`config.mk`:
```
export PLATFORM = sky130hd
export DESIGN_NAME = capture_drain
export DESIGN_NICKNAME = d
export VERILOG_FILES = /design/src/rtl/cd_pkg.sv /design/src/rtl/cd_addr_seq.sv /design/src/rtl/cd_sample_fifo.sv /design/src/rtl/cd_width_adapt.sv /design/src/rtl/capture_drain.sv
export SDC_FILE = /design/constraint.sdc
export NUM_CORES = 1
export LEC_CHECK = 0
export BUFFER_PORTS_ARGS = -buffer_cell sky130_fd_sc_hd__buf_2
export CAP_MARGIN = 20
export CORE_MARGIN = 3
export CORE_UTILIZATION = 59
export CTS_CLUSTER_SIZE = 14
export DETAILED_ROUTE_END_ITERATION = 16
export PLACE_DENSITY = 0.79
export REMOVE_ABC_BUFFERS = 1
export SETUP_SLACK_MARGIN = 0.3
export SLEW_MARGIN = 20
export SYNTH_ARGS = -nofsm -noshare
export SYNTH_HDL_FRONTEND = slang
export SYNTH_SLANG_ARGS = --single-unit
```
`constraint.sdc`:
```
create_clock -name clk -period 3.25 [get_ports clk]
set_input_delay 0.1625 -clock clk [delete_from_list [all_inputs] [get_ports clk]]
set_output_delay 0.1625 -clock clk [all_outputs]
set_load 0.02 [all_outputs]
```
`src/rtl/cd_pkg.sv`:
```
package cd_pkg;

  typedef enum logic [0:0] {
    SEQ_IDLE = 1'b0,
    SEQ_RUN  = 1'b1
  } seq_state_t;

  // Output bus width from the sample width, the ratio exponent and the direction
  function automatic int bus_width(input int sample_w, input int ratio_log2, input bit pack);
    return pack ? (sample_w << ratio_log2) : (sample_w >> ratio_log2);
  endfunction

endpackage

```
`src/rtl/cd_addr_seq.sv`:
```
module cd_addr_seq
  import cd_pkg::*;
#(
  parameter int DEPTH   = 32,
  parameter int REC_LEN = 8,
  parameter int CREDITS = 4,
  localparam int AW = $clog2(DEPTH),
  localparam int LW = $clog2(REC_LEN + 1),
  localparam int CW = $clog2(CREDITS + 1)
) (
  input  logic          clk,
  input  logic          rst,
  input  logic          go,
  input  logic [AW-1:0] start_addr,
  input  logic          credit_ret,
  input  logic          run_end,
  output logic          rd_en,
  output logic [AW-1:0] rd_addr
);

  seq_state_t    state;
  logic [AW-1:0] nxt_addr;
  logic [LW-1:0] issued;
  logic [CW-1:0] credit;
  logic          issue;

  // A read goes out only while a queue slot is reserved for its return
  assign issue = (state == SEQ_RUN) && (credit != '0) && (issued != LW'(REC_LEN));

  always_ff @(posedge clk) begin
    if (rst) begin
      state    <= SEQ_IDLE;
      nxt_addr <= '0;
      issued   <= '0;
      credit   <= CW'(CREDITS);
      rd_en    <= 1'b0;
      rd_addr  <= '0;
    end else begin
      rd_en  <= issue;
      credit <= credit + CW'(credit_ret) - CW'(issue);
      if (issue) begin
        rd_addr  <= nxt_addr;
        nxt_addr <= (nxt_addr == AW'(DEPTH - 1)) ? '0 : nxt_addr + 1'b1;
        issued   <= issued + 1'b1;
      end
      if (state == SEQ_IDLE && go) begin
        state    <= SEQ_RUN;
        nxt_addr <= start_addr;
        issued   <= '0;
      end else if (state == SEQ_RUN && run_end) begin
        state <= SEQ_IDLE;
      end
    end
  end

  AST_CREDIT_BOUND: assert property (@(posedge clk) disable iff (rst) credit <= CW'(CREDITS));
  AST_ADDR_IN_BUFFER: assert property (@(posedge clk) disable iff (rst) rd_en |-> (rd_addr <= AW'(DEPTH - 1)));

endmodule

```
`src/rtl/cd_sample_fifo.sv`:
```
module cd_sample_fifo #(
  parameter int W     = 17,
  parameter int LOG2D = 2,
  localparam int D    = 1 << LOG2D
) (
  input  logic         clk,
  input  logic         rst,
  input  logic         push,
  input  logic [W-1:0] din,
  input  logic         pop,
  output logic [W-1:0] dout,
  output logic         empty
);

  logic [W-1:0]   mem [D];
  logic [LOG2D:0] wp, rp;
  logic           full;

  // Storage without reset so it maps onto distributed RAM
  always_ff @(posedge clk) begin
    if (push) mem[wp[LOG2D-1:0]] <= din;
  end

  always_ff @(posedge clk) begin
    if (rst) begin
      wp <= '0;
      rp <= '0;
    end else begin
      if (push) wp <= wp + 1'b1;
      if (pop)  rp <= rp + 1'b1;
    end
  end

  assign dout  = mem[rp[LOG2D-1:0]];
  assign empty = (wp == rp);
  assign full  = (wp[LOG2D] != rp[LOG2D]) && (wp[LOG2D-1:0] == rp[LOG2D-1:0]);

  AST_NO_OVERFLOW: assert property (@(posedge clk) disable iff (rst) push |-> !full);
  AST_NO_UNDERFLOW: assert property (@(posedge clk) disable iff (rst) pop |-> !empty);

endmodule

```
`src/rtl/cd_width_adapt.sv`:
```
module cd_width_adapt #(
  parameter int SAMPLE_W   = 16,
  parameter int RATIO_LOG2 = 1,
  parameter bit PACK       = 1'b0,
  localparam int BUS_W = cd_pkg::bus_width(SAMPLE_W, RATIO_LOG2, PACK),
  localparam int N     = 1 << RATIO_LOG2,
  localparam int IW    = (RATIO_LOG2 > 0) ? RATIO_LOG2 : 1
) (
  input  logic                clk,
  input  logic                rst,
  input  logic                in_avail,
  input  logic [SAMPLE_W-1:0] in_data,
  input  logic                in_last,
  output logic                take,
  output logic                out_valid,
  output logic [BUS_W-1:0]    out_data,
  output logic                out_last
);

  if (PACK == 1'b0) begin : g_split
    logic [SAMPLE_W-1:0] sh;
    logic [IW-1:0]       idx;
    logic                holding;
    logic                hold_last;
    logic                final_part;

    assign final_part = (idx == IW'(N - 1));
    // A new sample loads in the cycle its predecessor's last slice leaves
    assign take = in_avail && (!holding || final_part);

    always_ff @(posedge clk) begin
      if (rst) begin
        sh        <= '0;
        idx       <= '0;
        holding   <= 1'b0;
        hold_last <= 1'b0;
        out_valid <= 1'b0;
        out_data  <= '0;
        out_last  <= 1'b0;
      end else begin
        out_valid <= holding;
        out_last  <= holding && hold_last && final_part;
        if (holding) begin
          out_data <= sh[BUS_W-1:0];
          sh       <= sh >> BUS_W;
          idx      <= final_part ? '0 : idx + 1'b1;
        end
        if (take) begin
          sh        <= in_data;
          hold_last <= in_last;
          idx       <= '0;
          holding   <= 1'b1;
        end else if (holding && final_part) begin
          holding <= 1'b0;
        end
      end
    end
  end else begin : g_pack
    logic [BUS_W-1:0] acc;
    logic [BUS_W-1:0] merged;
    logic [IW-1:0]    lane;

    assign take = in_avail;

    always_comb begin
      merged = acc | (BUS_W'(in_data) << (lane * SAMPLE_W));
    end

    always_ff @(posedge clk) begin
      if (rst) begin
        acc       <= '0;
        lane      <= '0;
        out_valid <= 1'b0;
        out_data  <= '0;
        out_last  <= 1'b0;
      end else begin
        out_valid <= 1'b0;
        out_last  <= 1'b0;
        if (take) begin
          if (lane == IW'(N - 1) || in_last) begin
            out_valid <= 1'b1;
            out_data  <= merged;
            out_last  <= in_last;
            acc       <= '0;
            lane      <= '0;
          end else begin
            acc  <= merged;
            lane <= lane + 1'b1;
          end
        end
      end
    end
  end

endmodule

```
`src/rtl/capture_drain.sv`:
```
module capture_drain #(
  parameter int SAMPLE_W   = 16,
  parameter int RATIO_LOG2 = 1,
  parameter bit PACK       = 1'b0,
  parameter int DEPTH      = 32,
  parameter int REC_LEN    = 8,
  parameter int FIFO_LOG2  = 2,
  localparam int BUS_W = cd_pkg::bus_width(SAMPLE_W, RATIO_LOG2, PACK),
  localparam int AW    = $clog2(DEPTH),
  localparam int LW    = $clog2(REC_LEN + 1)
) (
  input  logic                clk,
  input  logic                rst,
  input  logic                go,
  input  logic [AW-1:0]       start_addr,
  output logic                rd_en,
  output logic [AW-1:0]       rd_addr,
  input  logic [SAMPLE_W-1:0] rd_data,
  input  logic                rd_valid,
  output logic                out_valid,
  output logic [BUS_W-1:0]    out_data,
  output logic                out_last,
  output logic                done
);

  logic [LW-1:0]     ret_cnt;
  logic              tag_last;
  logic [SAMPLE_W:0] q_dout;
  logic              q_empty;
  logic              take_w;

  // Count returned samples so the final one carries the end tag
  always_ff @(posedge clk) begin
    if (rst)           ret_cnt <= '0;
    else if (done)     ret_cnt <= '0;
    else if (rd_valid) ret_cnt <= ret_cnt + 1'b1;
  end
  assign tag_last = (ret_cnt == LW'(REC_LEN - 1));

  cd_addr_seq #(
    .DEPTH  (DEPTH),
    .REC_LEN(REC_LEN),
    .CREDITS(1 << FIFO_LOG2)
  ) u_seq (
    .clk       (clk),
    .rst       (rst),
    .go        (go),
    .start_addr(start_addr),
    .credit_ret(take_w),
    .run_end   (done),
    .rd_en     (rd_en),
    .rd_addr   (rd_addr)
  );

  cd_sample_fifo #(
    .W    (SAMPLE_W + 1),
    .LOG2D(FIFO_LOG2)
  ) u_queue (
    .clk  (clk),
    .rst  (rst),
    .push (rd_valid),
    .din  ({tag_last, rd_data}),
    .pop  (take_w),
    .dout (q_dout),
    .empty(q_empty)
  );

  cd_width_adapt #(
    .SAMPLE_W  (SAMPLE_W),
    .RATIO_LOG2(RATIO_LOG2),
    .PACK      (PACK)
  ) u_adapt (
    .clk      (clk),
    .rst      (rst),
    .in_avail (!q_empty),
    .in_data  (q_dout[SAMPLE_W-1:0]),
    .in_last  (q_dout[SAMPLE_W]),
    .take     (take_w),
    .out_valid(out_valid),
    .out_data (out_data),
    .out_last (out_last)
  );

  always_ff @(posedge clk) begin
    if (rst) done <= 1'b0;
    else     done <= out_valid && out_last;
  end

  AST_DONE_AFTER_LAST: assert property (@(posedge clk) disable iff (rst) (out_valid && out_last) |=> done);
  AST_DONE_ONE_CYCLE: assert property (@(posedge clk) disable iff (rst) done |=> !done);
  AST_NO_READ_AT_DONE: assert property (@(posedge clk) disable iff (rst) done |-> !rd_en);

endmodule

```
; ---- Yosys cells after proc, flatten, opt, wreduce, memory -nomap -nowiden
; Memory sizes are Yosys's and may differ from the RTL's. A register that Yosys moved wholly into a read port is not among the register bits.
; Index checks and enable logic that the tools add are counted.
; Widths: inputs -> output; s select.
[word_totals]
output_inout_bits = 17
elab_cells = 65
regBits = 59
memories = 1
mem_bits_rw = 68
input_bits = 25
[mem_list]
columns = memory, depth, width, read_ports, rd_clocked_by_memory_dff, write_ports, line_no
row1 = u_queue.mem, 4, 17, 1, 1, 1, cd_sample_fifo.sv:15  ; logic [W-1:0] mem [D];
[op_classes]
n_reduce_logical = 20
n_mux = 14
n_eq_ne = 4
bitwise_logic = 1
add_sub_neg = 8
[ops]
columns = op, n
row1 = $mux 16, 2
row2 = $mux 5, 3
row3 = $logic_and 1x1->1, 9
row4 = $add 4x1->4 const B, 2
row5 = $reduce_bool 2->1, 4
row6 = $mux 1, 7
row7 = $add 3x1->3 const B, 2
row8 = $reduce_or 2->1, 3
row9 = $add 5x1->5 const B, 1
row10 = $eq 5x5->1 const B, 1
row11 = $eq 4x3->1 const B, 1
row12 = $mux 2, 2
row13 = $ne 4x4->1 const B, 1
row14 = $add 3x1->3, 1
row15 = $eq 3x3->1, 1
row16 = $reduce_bool 3->1, 1
row17 = $sub 3x1->3, 1
row18 = $logic_not 1->1, 2
row19 = $add 1x1->1 const B, 1
row20 = $logic_or 1x1->1, 1
row21 = $not 1->1, 1

; ---- Longest topological paths before layout
; Gate-level depths: netlist (run 1).
[logic_depth]
depth_word = 5
ltp_mapped = 12
depth_no_buf = 12

; ---- Hierarchy
; From an unflattened synthesis (run 1), not the netlist that was laid out.
[unflattened]
cells_unflattened = 377
area_unflattened_um2 = 5285.1
[by_module_without_submodules]
columns = module, cells_each, instances, area_per_inst_um2
row1 = cd_sample_fifo, 128, 1, 2884.0
row2 = cd_width_adapt, 124, 1, 1221.2
row3 = cd_addr_seq, 102, 1, 963.4
row4 = capture_drain, 23, 1, 216.5

; ---- Worst setup path after synthesis (run 1)
; OpenSTA, ideal clock, no wires.
[synth_path]
path_kind = reg2reg
from = register u_queue.wp[0]
to = register u_seq.credit[2]
arrival_ps = 2296
stages_incl_launch_ff = 12
setup_time_ps = 117
slack_ps = 836
cell_sequence = dfxtp_1 > xor2_1 > o31a_2 > inv_1 > buf_2 > ha_1 > inv_1 > ha_1 > fa_1 > xnor2_1 > xnor2_1 > nand2b_1
[synth_via]
elab_chain_cells = 5
[synth_lines]
columns = item, line_no
row1 = from (decl), cd_sample_fifo.sv:16  ; logic [LOG2D:0] wp, rp;
row2 = from (signal assigned), cd_sample_fifo.sv:29  ; if (push) wp <= wp + 1'b1;
row3 = $eq 3x3->1, cd_sample_fifo.sv:35  ; assign empty = (wp == rp);
row4 = $logic_not 1->1, capture_drain.sv:75  ; .in_avail (!q_empty),
row5 = $logic_and 1x1->1, cd_width_adapt.sv:29  ; assign take = in_avail && (!holding || final_part);
row6 = $add 3x1->3, cd_addr_seq.sv:40  ; credit <= credit + CW'(credit_ret) - CW'(issue);
row7 = $sub 3x1->3, cd_addr_seq.sv:40
row8 = to (signal assigned), cd_addr_seq.sv:35  ; credit <= CW'(CREDITS);
row9 = to (signal assigned), cd_addr_seq.sv:40
row10 = to (decl), cd_addr_seq.sv:24  ; logic [CW-1:0] credit;
; No other way between the ends.
; A chain may end at the register's enable or synchronous reset.

; ---- Worst setup path in the final report (run 1)
; Same ends and word-level chain as after synthesis.

==> results of run 1 <==
-- metal layers --
| metal | share of wire | vias up | global-route usage | wire length (um) |
|---|---|---|---|---|
| met3 | 0.060 | 10 | 0.07571 | 576 |
| met4 | 0.0086 | 0 | 0.06933 | 82 |
| met1 | 0.42 | 1486 | 0.2623 | 3988 |
| li1 | - | 1454 | - | - |
| met5 | 0 | - | 0 | 0 |
| met2 | 0.51 | 101 | 0.3536 | 4916 |
-- cell families after synthesis --
group,share of synthesized area
xor+xnor,0.02438
fa+ha+maj,0.03383
buf+inv,0.03010
compound gates,0.06717
simple gates,0.09975
flops,0.6488
mux,0.09602
-- synth_stat cells --
master / n / share of area
xnor2_1: 7 / 0.012
nor2_1: 39 / 0.029
o2bb2ai_1: 1 / 0.0017
a311oi_1: 3 / 0.0052
o21bai_1: 1 / 0.0015
fa_1: 1 / 0.0040
buf_4: 2 / 0.0030
a22oi_1: 8 / 0.012
buf_12: 1 / 0.0040
o31a_2: 1 / 0.0020
dfxtp_1: 61 / 0.24
nand3b_1: 1 / 0.0015
or4_1: 2 / 0.0030
a311oi_2: 8 / 0.024
mux4_2: 17 / 0.076
clkbuf_2: 1 / 0.00099
and2_1: 4 / 0.0050
o21ai_0: 2 / 0.0020
a21oi_1: 13 / 0.013
mux2i_1: 10 / 0.020
nor2b_1: 3 / 0.0037
nand2b_1: 5 / 0.0062
a2111oi_0: 1 / 0.0017
or3_1: 2 / 0.0025
o31a_1: 1 / 0.0017
nor3b_1: 2 / 0.0030
xor2_1: 7 / 0.012
nand2_1: 42 / 0.031
buf_1: 2 / 0.0015
nor3_1: 5 / 0.0050
buf_6: 1 / 0.0022
nand4_1: 2 / 0.0025
edfxtp_1: 68 / 0.41
a31oi_1: 2 / 0.0025
nor4_2: 1 / 0.0025
inv_1: 10 / 0.0075
clkbuf_1: 7 / 0.0052
and3_1: 2 / 0.0025
ha_1: 12 / 0.030
nand3_1: 2 / 0.0020
inv_2: 1 / 0.00075
buf_2: 5 / 0.0050
-- power groups by stage --
stage	sequential (mW)	clock, mW	combinational (mW)
after global placement	2.08	0	0.951
after floorplan	2.11	0	0.679
after global routing	2.09	1.88	1.12
final	2.06	1.79	1.00
after detailed placement	2.09	0	0.982
after CTS	2.06	1.81	1.02
-- final timing paths --
kind	end	slack, ps	from	depth (start not counted)
max	u_seq.credit[2]	520	u_queue.wp[0]	10
min	ret_cnt[0]	60	rd_valid	3
max reg2reg	u_seq.credit[2]	520	u_queue.wp[0]	10
min reg2reg	u_seq.rd_addr[1]	460	u_seq.rd_addr[1]	2
-- cells in the final DEF (no fill, tap or decap), drive strengths merged, types with 2 or more instances in the layout --
cell         synthesis  routed
nor3                 5       5
mux2i               10      10
nand2b               5       5
o31a                 2       2
a21oi               13      13
or3                  2       2
xor2                 7       7
ha                  12      12
mux4                17      17
edfxtp              68      68
dlygate4sd3          0      21
nand2               42      42
a22oi                8       8
buf                 11      45
nor2                39      39
o21ai                2       2
clkbuf               8      18
nor3b                2       2
nor2b                3       3
and2                 4       4
nand4                2       2
clkinvlp             0       4
and3                 2       2
xnor2                7       7
or4                  2       2
clkinv               0       2
inv                 11      18
a31oi                2       2
a311oi              11      11
dfxtp               61      61
nand3                2       2
-- registers in the layout, indices dropped and copies added, names as in the netlist, 3 cells and up, named ones only --
register / cells
u_seq.credit: 3
u_queue.rp: 3
u_adapt.g_split.sh: 16
u_seq.issued: 4
u_queue.wp: 3
u_seq.rd_addr: 5
u_queue.mem: 68
ret_cnt: 4
u_seq.nxt_addr: 5
u_adapt.out_data: 8
-- tightest hold or removal path: cells and delay by family --
kind	cells	cell delay, ps
buffers and inverters	1	170
AND/OR/NAND/NOR	1	40
XOR/XNOR	1	160
-- cell type report --
cell class | count | area (sq um) | share of cell area
tap | 105 | 131.4 | 0.02169
clock inverter | 14 | 143.9 | 0.02375
multi-input combinational | 207 | 1615 | 0.2666
clock buffer | 18 | 417.9 | 0.06898
timing repair buffer | 66 | 445.4 | 0.07352
sequential | 129 | 3263 | 0.5386
inverter | 11 | 41.29 | 0.006815
==> key figures, run 1 <==
Die
  – Top-Level Pins: 42
  – Starting Density: 0.6091
  – DIE WIDTH: 98.33 um
  – Site row count: 33
  – Die Area: 9669 sq um
  – Chip Height: 98.33 um
  – Core Region: 8258 sq um

Global routing
  – Global route total overflow: 0
  – Largest net degree at the start of global routing: 42
  – Initial antenna violation count: 0
  – GRT Util Overall: 0.2132
  – Vias in the first global route: 3,164
  – First-pass GRT wire length: 15,820 um

Placed design
  – Placed cells: 497
  – Placed cell area: 5286 sq um
  – IO buf count: 41
  – Final HPWL DP: 5675 um
  – Pre-CTS setup slack: 541.7 ps
  – Gpl congestion: 0.7524

Synth
  – Syn_area_per_cell: 13.74 sq um
  – Post-Syn Area: 5030 sq um
  – Post-synth cell types: 42
  – Seq/Total Area, Yosys: 0.6488
  – Post-Synthesis Cells: 366
  – Synth Warn #: 0
  – Register bit total from synthesis: 129

Timing
  – Clk_skew: 18.65 ps
  – TNS Setup: 0 ps
  – Slew headroom: 0.3801
  – WHS: 62.57 ps
  – Final setup margin: 516.8 ps
  – Final worst path period share: 0.8410
  – Final setup fails: 0
  – Fmax: 365.9 MHz
  – Fin crit period: 2733 ps
  – Endpoints failing hold: 0
  – Max Slew Vio Count: 0
  – RSZ-0062 raised after global routing: false
  – Worst slew pin tran: 929.8 ps

Outcome
  – Status: complete, no violations

Pwr
  – Leakage: 2.250 nW
  – Max rail drop VDD: 0.5246 mV
  – Combinational share of power: 0.207
  – Clk network pwr share: 0.368
  – Net Sw Power: 1.458 mW
  – Sw Share: 0.3003
  – Sequential share of power: 0.425
  – PwrDens: 801.4 nW/um^2
  – Pint: 3.397 mW
  – Power consumption: 4.855 mW

Clocking
  – Hold Buf Count CTS: 21
  – H-tree level count: 4
  – Worst-skew pair later-pin latency: 520 ps
  – TritonCTS sink count: 129
  – CTS buffer count: 17
  – Worst-path clk slew: 60 ps
  – Clock root buffer: clkbuf_8
  – Clock Path Buffers: 2
  – Buffers inserted by post-CTS timing repair: 0
  – CTS tree: yes
  – CTS resizes: 0

Critical path
  – Crit path cell chain: xor2_1 > o31a_2 > inv_1 > ha_1 > inv_1 > ha_1 > fa_1 > xnor2_1 > xnor2_1 > nand2b_1
  – Crit Path Class: flop to flop
  – Worst Path Max Fanout: 20
  – Slowest-stage cell, CP: o31a_2
  – CP Launch Type: flop
  – Arrival time at the worst endpoint: 3140 ps
  – Worst path top cell family by delay: adder cells
  – Worst Setup End Kind: flop
  – Peak per-stage delay on the critical path: 450 ps
  – CP Buf/Inv Count: 2
  – WP data required: 3660 ps

Cells and area
  – Antenna Cells: 0
  – Finished Cell Area: 6058 sq um
  – Area Growth Syn to Fin: 20.45%
  – Final core utilization: 0.7336
  – Final nets: 470
  – Fraction of layout instances using a drive strength above 1: 0.2337
  – # fillers: 548
  – Finished Layout Cells: 550

Route
  – # DRC: 0
  – Pre-Repair DR Iteration Count: 4
  – WL final: 9564 um
  – Detailed Route Iter0 Violations: 170
  – Total number of vias: 3,051
  – Drt wl/cell: 17.39 um
  – Via density: 5.547
  – Final ANT Viol Nets: 0

Worst hold path
  – Hold/Removal Path Class: primary input to flop

Flow run
  – Max cap viols: 0
No activity file was read; power rests on OpenSTA's default activity.
==> inputs of run 2 (changes only) <==
==> constraint.sdc (replaced) <==
create_clock -name clk -period 2.8 [get_ports clk]
set_input_delay 0.14 -clock clk [delete_from_list [all_inputs] [get_ports clk]]
set_output_delay 0.14 -clock clk [all_outputs]
set_load 0.02 [all_outputs]
==> run 2 against run 1 <==
Hold slack got worse by 29 ps; critical path depth up 2; cell area is 1.4% higher; sequential cell count unchanged; maximum frequency is 21% higher; core utilization is 1.0 points higher; register-to-register slack better by 20 ps.
==> key figures, run 2 (synthesized netlist as in run 1, its figures left out) <==
Critical path
  – Reg2Reg Depth: 12
  – Reg2reg end: u_seq.credit[2]
  – Crit Path Class: flop to flop
  – Worst Path Max Fanout: 10
  – CP Launch Type: flop
  – Reg2Reg Launch Point: u_seq.issued[0]
  – Arrival time at the worst endpoint: 2660 ps
  – R2R setup slack: 540 ps
  – Worst Setup End Kind: flop
  – WP data required: 3200 ps

Clocking
  – TritonCTS sink count: 129
  – Worst-path clk slew: 60 ps
  – Clock Path Buffers: 2
  – CTS tree: yes
  – Buffers inserted by post-CTS timing repair: 0
  – Clock root buffer: clkbuf_8
  – H-tree level count: 4
  – CTS buffer count: 17
  – Worst-skew pair later-pin latency: 510 ps

Pwr
  – Max rail drop VDD: 0.4896 mV
  – Power consumption: 5.714 mW
  – PwrDens: 930.1 nW/um^2
  – Leakage: 2.296 nW

Die
  – DIE WIDTH: 98.33 um
  – Top-Level Pins: 42
  – Core Region: 8258 sq um
  – Starting Density: 0.6091
  – Chip Height: 98.33 um
  – Site row count: 33
  – Die Area: 9669 sq um

Global routing
  – Vias in the first global route: 3,228
  – Global route total overflow: 0
  – First-pass GRT wire length: 15,950 um
  – Initial antenna violation count: 0
  – Largest net degree at the start of global routing: 30
  – GRT Util Overall: 0.2139

Outcome
  – Status: complete, no violations

Cells and area
  – Largest register FFs: 68
  – Antenna Cells: 0
  – Multi-input logic area: 1648 sq um
  – Final nets: 476
  – Finished Cell Area: 6143 sq um
  – FF/Latch Area: 3266 sq um
  – # fillers: 503
  – Most common cell after layout, fill and taps aside: edfxtp_1
  – Fraction of layout instances using a drive strength above 1: 0.2594
  – Highest-count cells in the layout ignoring fill and taps: edfxtp_1, dfxtp_1, nand2_1
  – Area Growth Syn to Fin: 22.14%

Timing
  – RSZ-0062 raised after global routing: false
  – Clk_skew: 5.978 ps
  – Slew headroom: 0.3893
  – TNS Setup: 0 ps
  – Worst slew pin tran: 916.0 ps
  – Endpoints failing hold: 0
  – Max Slew Vio Count: 0
  – Final setup fails: 0
  – Fin crit period: 2260 ps
  – Fmax: 442.4 MHz
  – Final worst path period share: 0.8073

Route
  – Drt wl/cell: 17.41 um
  – # DRC: 0
  – Total number of vias: 3,056
  – WL final: 9678 um
  – Pre-Repair DR Iteration Count: 5
  – Via density: 5.496
  – Final ANT Viol Nets: 0
  – Detailed Route Iter0 Violations: 158

Worst hold path
  – Hold/Removal Path Class: primary input to flop
  – Hold Path Sink: u_queue.wp[0]
  – Hold Path Stages: 3
  – Worst min-delay path startpoint: rd_valid

Placed design
  – IO buf count: 41
  – Placed cell area: 5331 sq um
  – Gpl congestion: 0.7855
  – Final HPWL DP: 5644 um

Flow run
  – Max cap viols: 0
## run 2: changes by cell type in the layout (fill, tap and decap cells not counted), moves of 2 or more
cell,change
inv_6,-2
buf_4,+6
clkinv_4,+3
xor2_1,-3
dfxtp_2,+2
clkinvlp_4,-2
xor2_2,+3
dfxtp_1,-2
## run 2: repair_timing
action                                 4_1_cts  5_1_grt
gates resized for setup                      0        7
setup endpoints to repair                    0        1
hold buffers                                21        0
endpoints found under the hold margin       69        0
## run 2: critical path, cell delays in order, from the launching register on
cell and delay [ps]:
dfxtp_1 400, inv_1 60, ha_1 190, nand3b_1 110
nand2_1 100, inv_2 170, ha_1 150, inv_1 40
ha_1 190, fa_2 380, xnor2_2 160, xnor2_1 130
nand2b_1 60
## run 2: worst max-delay path by stage
stage                          from               to  cells after the start
global placement      u_queue.wp[0]  u_seq.credit[2]                     10
global route        u_seq.issued[1]  u_seq.credit[2]                     12
CTS                   u_queue.wp[0]  u_seq.credit[2]                     10
detailed placement    u_queue.wp[0]  u_seq.credit[2]                     10
finish              u_seq.issued[0]  u_seq.credit[2]                     12
floorplan             u_queue.wp[0]  u_seq.credit[2]                     10
## run 2: power by group
part	switching (mW)	total [mW]	leakage, nW	internal, mW
Clock	0.863	2.07	0.272	1.21
Combinational	0.696	1.27	0.893	0.575
Sequential	0.156	2.37	1.13	2.22
## run 2: per-layer routing
metal / share of wire / vias to the layer above / global-route usage / routed length, um
met5: 0 / - / 0 / 0
met4: 0.015 / 0 / 0.08193 / 150
met3: 0.046 / 14 / 0.05571 / 443
met2: 0.51 / 91 / 0.3630 / 4974
met1: 0.42 / 1479 / 0.2633 / 4109
li1: - / 1472 / - / -
## run 2: per-stage QoR
step	cells	util	setup WS, ps	hold slack [ps]
finish	556	0.7439	539.5	33.44
global route	556	0.7439	377.5	43.04
CTS	556	0.7397	340.3	14.55
detailed placement	503	0.6456	401.7	357.6
global placement	503	0.6456	485.9	352.7
floorplan	347	-	169.4	207.9
## run 2: cell type report
type / count / share of cell area
well taps: 105 / 0.02138
flip-flops and latches: 129 / 0.5316
clock buffers: 18 / 0.06802
clock inverters: 14 / 0.02424
multi-input cells: 207 / 0.2682
inverters: 11 / 0.006721
repair buffers: 72 / 0.07984
==> inputs of run 3 (changes only) <==
--- a/config.mk
+++ b/config.mk
@@ -8,10 +8,10 @@
 export BUFFER_PORTS_ARGS = -buffer_cell sky130_fd_sc_hd__buf_2
 export CAP_MARGIN = 20
 export CORE_MARGIN = 3
-export CORE_UTILIZATION = 59
+export CORE_UTILIZATION = 53
 export CTS_CLUSTER_SIZE = 14
 export DETAILED_ROUTE_END_ITERATION = 16
-export PLACE_DENSITY = 0.79
+export PLACE_DENSITY = 0.75
 export REMOVE_ABC_BUFFERS = 1
 export SETUP_SLACK_MARGIN = 0.3
 export SLEW_MARGIN = 20
==> constraint.sdc (replaced) <==
create_clock -name clk -period 1.9 [get_ports clk]
set_input_delay 0.095 -clock clk [delete_from_list [all_inputs] [get_ports clk]]
set_output_delay 0.095 -clock clk [all_outputs]
set_load 0.02 [all_outputs]
==> run 3 against run 2 <==
The run now ends with negative setup slack left; core utilization up 1.3 points; total power up 66%; setup slack worse by 760 ps; sequential cell count unchanged; cell area up 11%; sequential share of layout area down 5.0 points; via count up 9.3%; maximum frequency up 6.7%; combinational power up 120%; hold slack better by 35 ps; critical endpoint unchanged; largest cell class unchanged; highest routed layer unchanged.
==> key figures, run 3 (synthesized netlist as in run 1, its figures left out) <==
Critical path
  – Slowest-stage cell, CP: o31a_2
  – Worst Setup End Kind: flop
  – CP Buf/Inv Count: 2
  – Crit Path Class: flop to flop
  – WP data required: 2290 ps
  – Arrival time at the worst endpoint: 2510 ps
  – CP Launch Type: flop
  – Worst Path Max Fanout: 2
  – Worst path top cell family by delay: adder cells
  – Peak per-stage delay on the critical path: 370 ps
  – Crit path cell chain: xor2_2 > o31a_2 > inv_2 > ha_4 > inv_2 > ha_4 > fa_2 > xnor2_2 > xnor2_1 > nand2b_1

Placed design
  – Pre-CTS setup slack: -307.0 ps
  – Placed cells: 549
  – Final HPWL DP: 5649 um
  – Placed cell area: 5558 sq um
  – Gpl congestion: 0.8771
  – IO buf count: 41

Clocking
  – Clock root buffer: clkbuf_8
  – Worst-skew pair later-pin latency: 510 ps
  – CTS tree: yes
  – Clock Path Buffers: 2
  – TritonCTS sink count: 129
  – Worst-path clk slew: 60 ps
  – CTS buffer count: 17
  – H-tree level count: 4

Cells and area
  – Highest-count cells in the layout ignoring fill and taps: edfxtp_1, dfxtp_1, buf_2
  – Antenna Cells: 0
  – Most common cell after layout, fill and taps aside: edfxtp_1
  – Finished Cell Area: 6790 sq um
  – Finished Layout Cells: 617
  – Area Growth Syn to Fin: 35.00%
  – Final nets: 516
  – Largest register FFs: 68
  – # fillers: 494
  – Fraction of layout instances using a drive strength above 1: 0.3910

Die
  – Top-Level Pins: 42
  – Core Region: 8976 sq um
  – Die Area: 10,690 sq um
  – Starting Density: 0.5604
  – Site row count: 34
  – DIE WIDTH: 103.4 um
  – Chip Height: 103.4 um

Global routing
  – Largest net degree at the start of global routing: 30
  – First-pass GRT wire length: 16,650 um
  – Initial antenna violation count: 0
  – Global route total overflow: 0
  – Vias in the first global route: 3,382
  – GRT Util Overall: 0.2076

Timing
  – Worst slew pin tran: 580.5 ps
  – RSZ-0062 raised after global routing: true
  – Final worst path period share: 1.115
  – Final setup fails: 5
  – Final setup margin: -217.8 ps
  – Fmax: 472.2 MHz
  – Fin crit period: 2118 ps
  – Max Slew Vio Count: 0
  – TNS Setup: -400.1 ps
  – Clk_skew: 12.50 ps
  – Endpoints failing hold: 0
  – Slew headroom: 0.6130

Route
  – Detailed Route Iter0 Violations: 248
  – Pre-Repair DR Iteration Count: 5
  – Total number of vias: 3,340
  – WL final: 10,580 um
  – Via density: 5.413
  – Drt wl/cell: 17.15 um
  – Final ANT Viol Nets: 0
  – # DRC: 0

Pwr
  – Leakage: 2.566 nW
  – Power consumption: 9.501 mW
  – PwrDens: 1399 nW/um^2
  – Max rail drop VDD: 0.8299 mV

Outcome
  – Status: finished with violations
  – Violated checks: negative setup slack

Flow run
  – Max cap viols: 0

Worst hold path
  – Hold/Removal Path Class: primary input to flop
==> run 3: layout make-up <==
class                      instances  area [sq um]  share of cell area
clock buffer                      18         417.9             0.06154
clock inverter                    14         176.4             0.02598
inverter                          11         41.29            0.006081
multi-input combinational        207          1844              0.2716
sequential                       129          3271              0.4817
tap                              126         157.7             0.02322
timing repair buffer             112         882.1              0.1299
==> run 3: layer usage <==
metal,GRT usage,part of all wire,vias up
li1,-,-,1562
met4,0.07171,0.015,0
met5,0,0,-
met2,0.3485,0.52,95
met3,0.05634,0.043,18
met1,0.2607,0.42,1665
==> run 3: final timing paths <==
| check | slack [ps] | end | depth (start not counted) | from |
|---|---|---|---|---|
| setup / recovery | -220 | u_seq.credit[2] | 10 | u_queue.wp[2] |
| hold / removal | 70 | u_seq.credit[1] | 2 | rst |
| setup reg to reg | -220 | u_seq.credit[2] | 10 | u_queue.wp[2] |
| hold reg to reg | 450 | u_seq.rd_addr[3] | 2 | u_seq.rd_addr[3] |
==> run 3: power breakdown <==
group | internal [mW] | switching (mW)
clock | 2.02 | 1.23
combinational | 1.40 | 1.38
sequential | 3.27 | 0.203
==> run 3: repair_timing <==
action                                  CTS  global route
setup buffers                            10             2
endpoints found under the setup margin   14            36
resized for setup                        46            31
cloned                                    1             0
pin swaps                                17             8
endpoints found under the hold margin    74             0
hold buffers                             23             0
==> run 3: metrics by stage <==
| stage | hold WS (ps) | utilization |
|---|---|---|
| 2_1_floorplan | 162.9 | - |
| 3_3_place_gp | 306.3 | 0.6192 |
| 3_5_place_dp | 312.9 | 0.6192 |
| 4_1_cts | 24.08 | 0.7384 |
| 5_1_grt | 82.55 | 0.7565 |
| 6_report | 68.42 | 0.7565 |
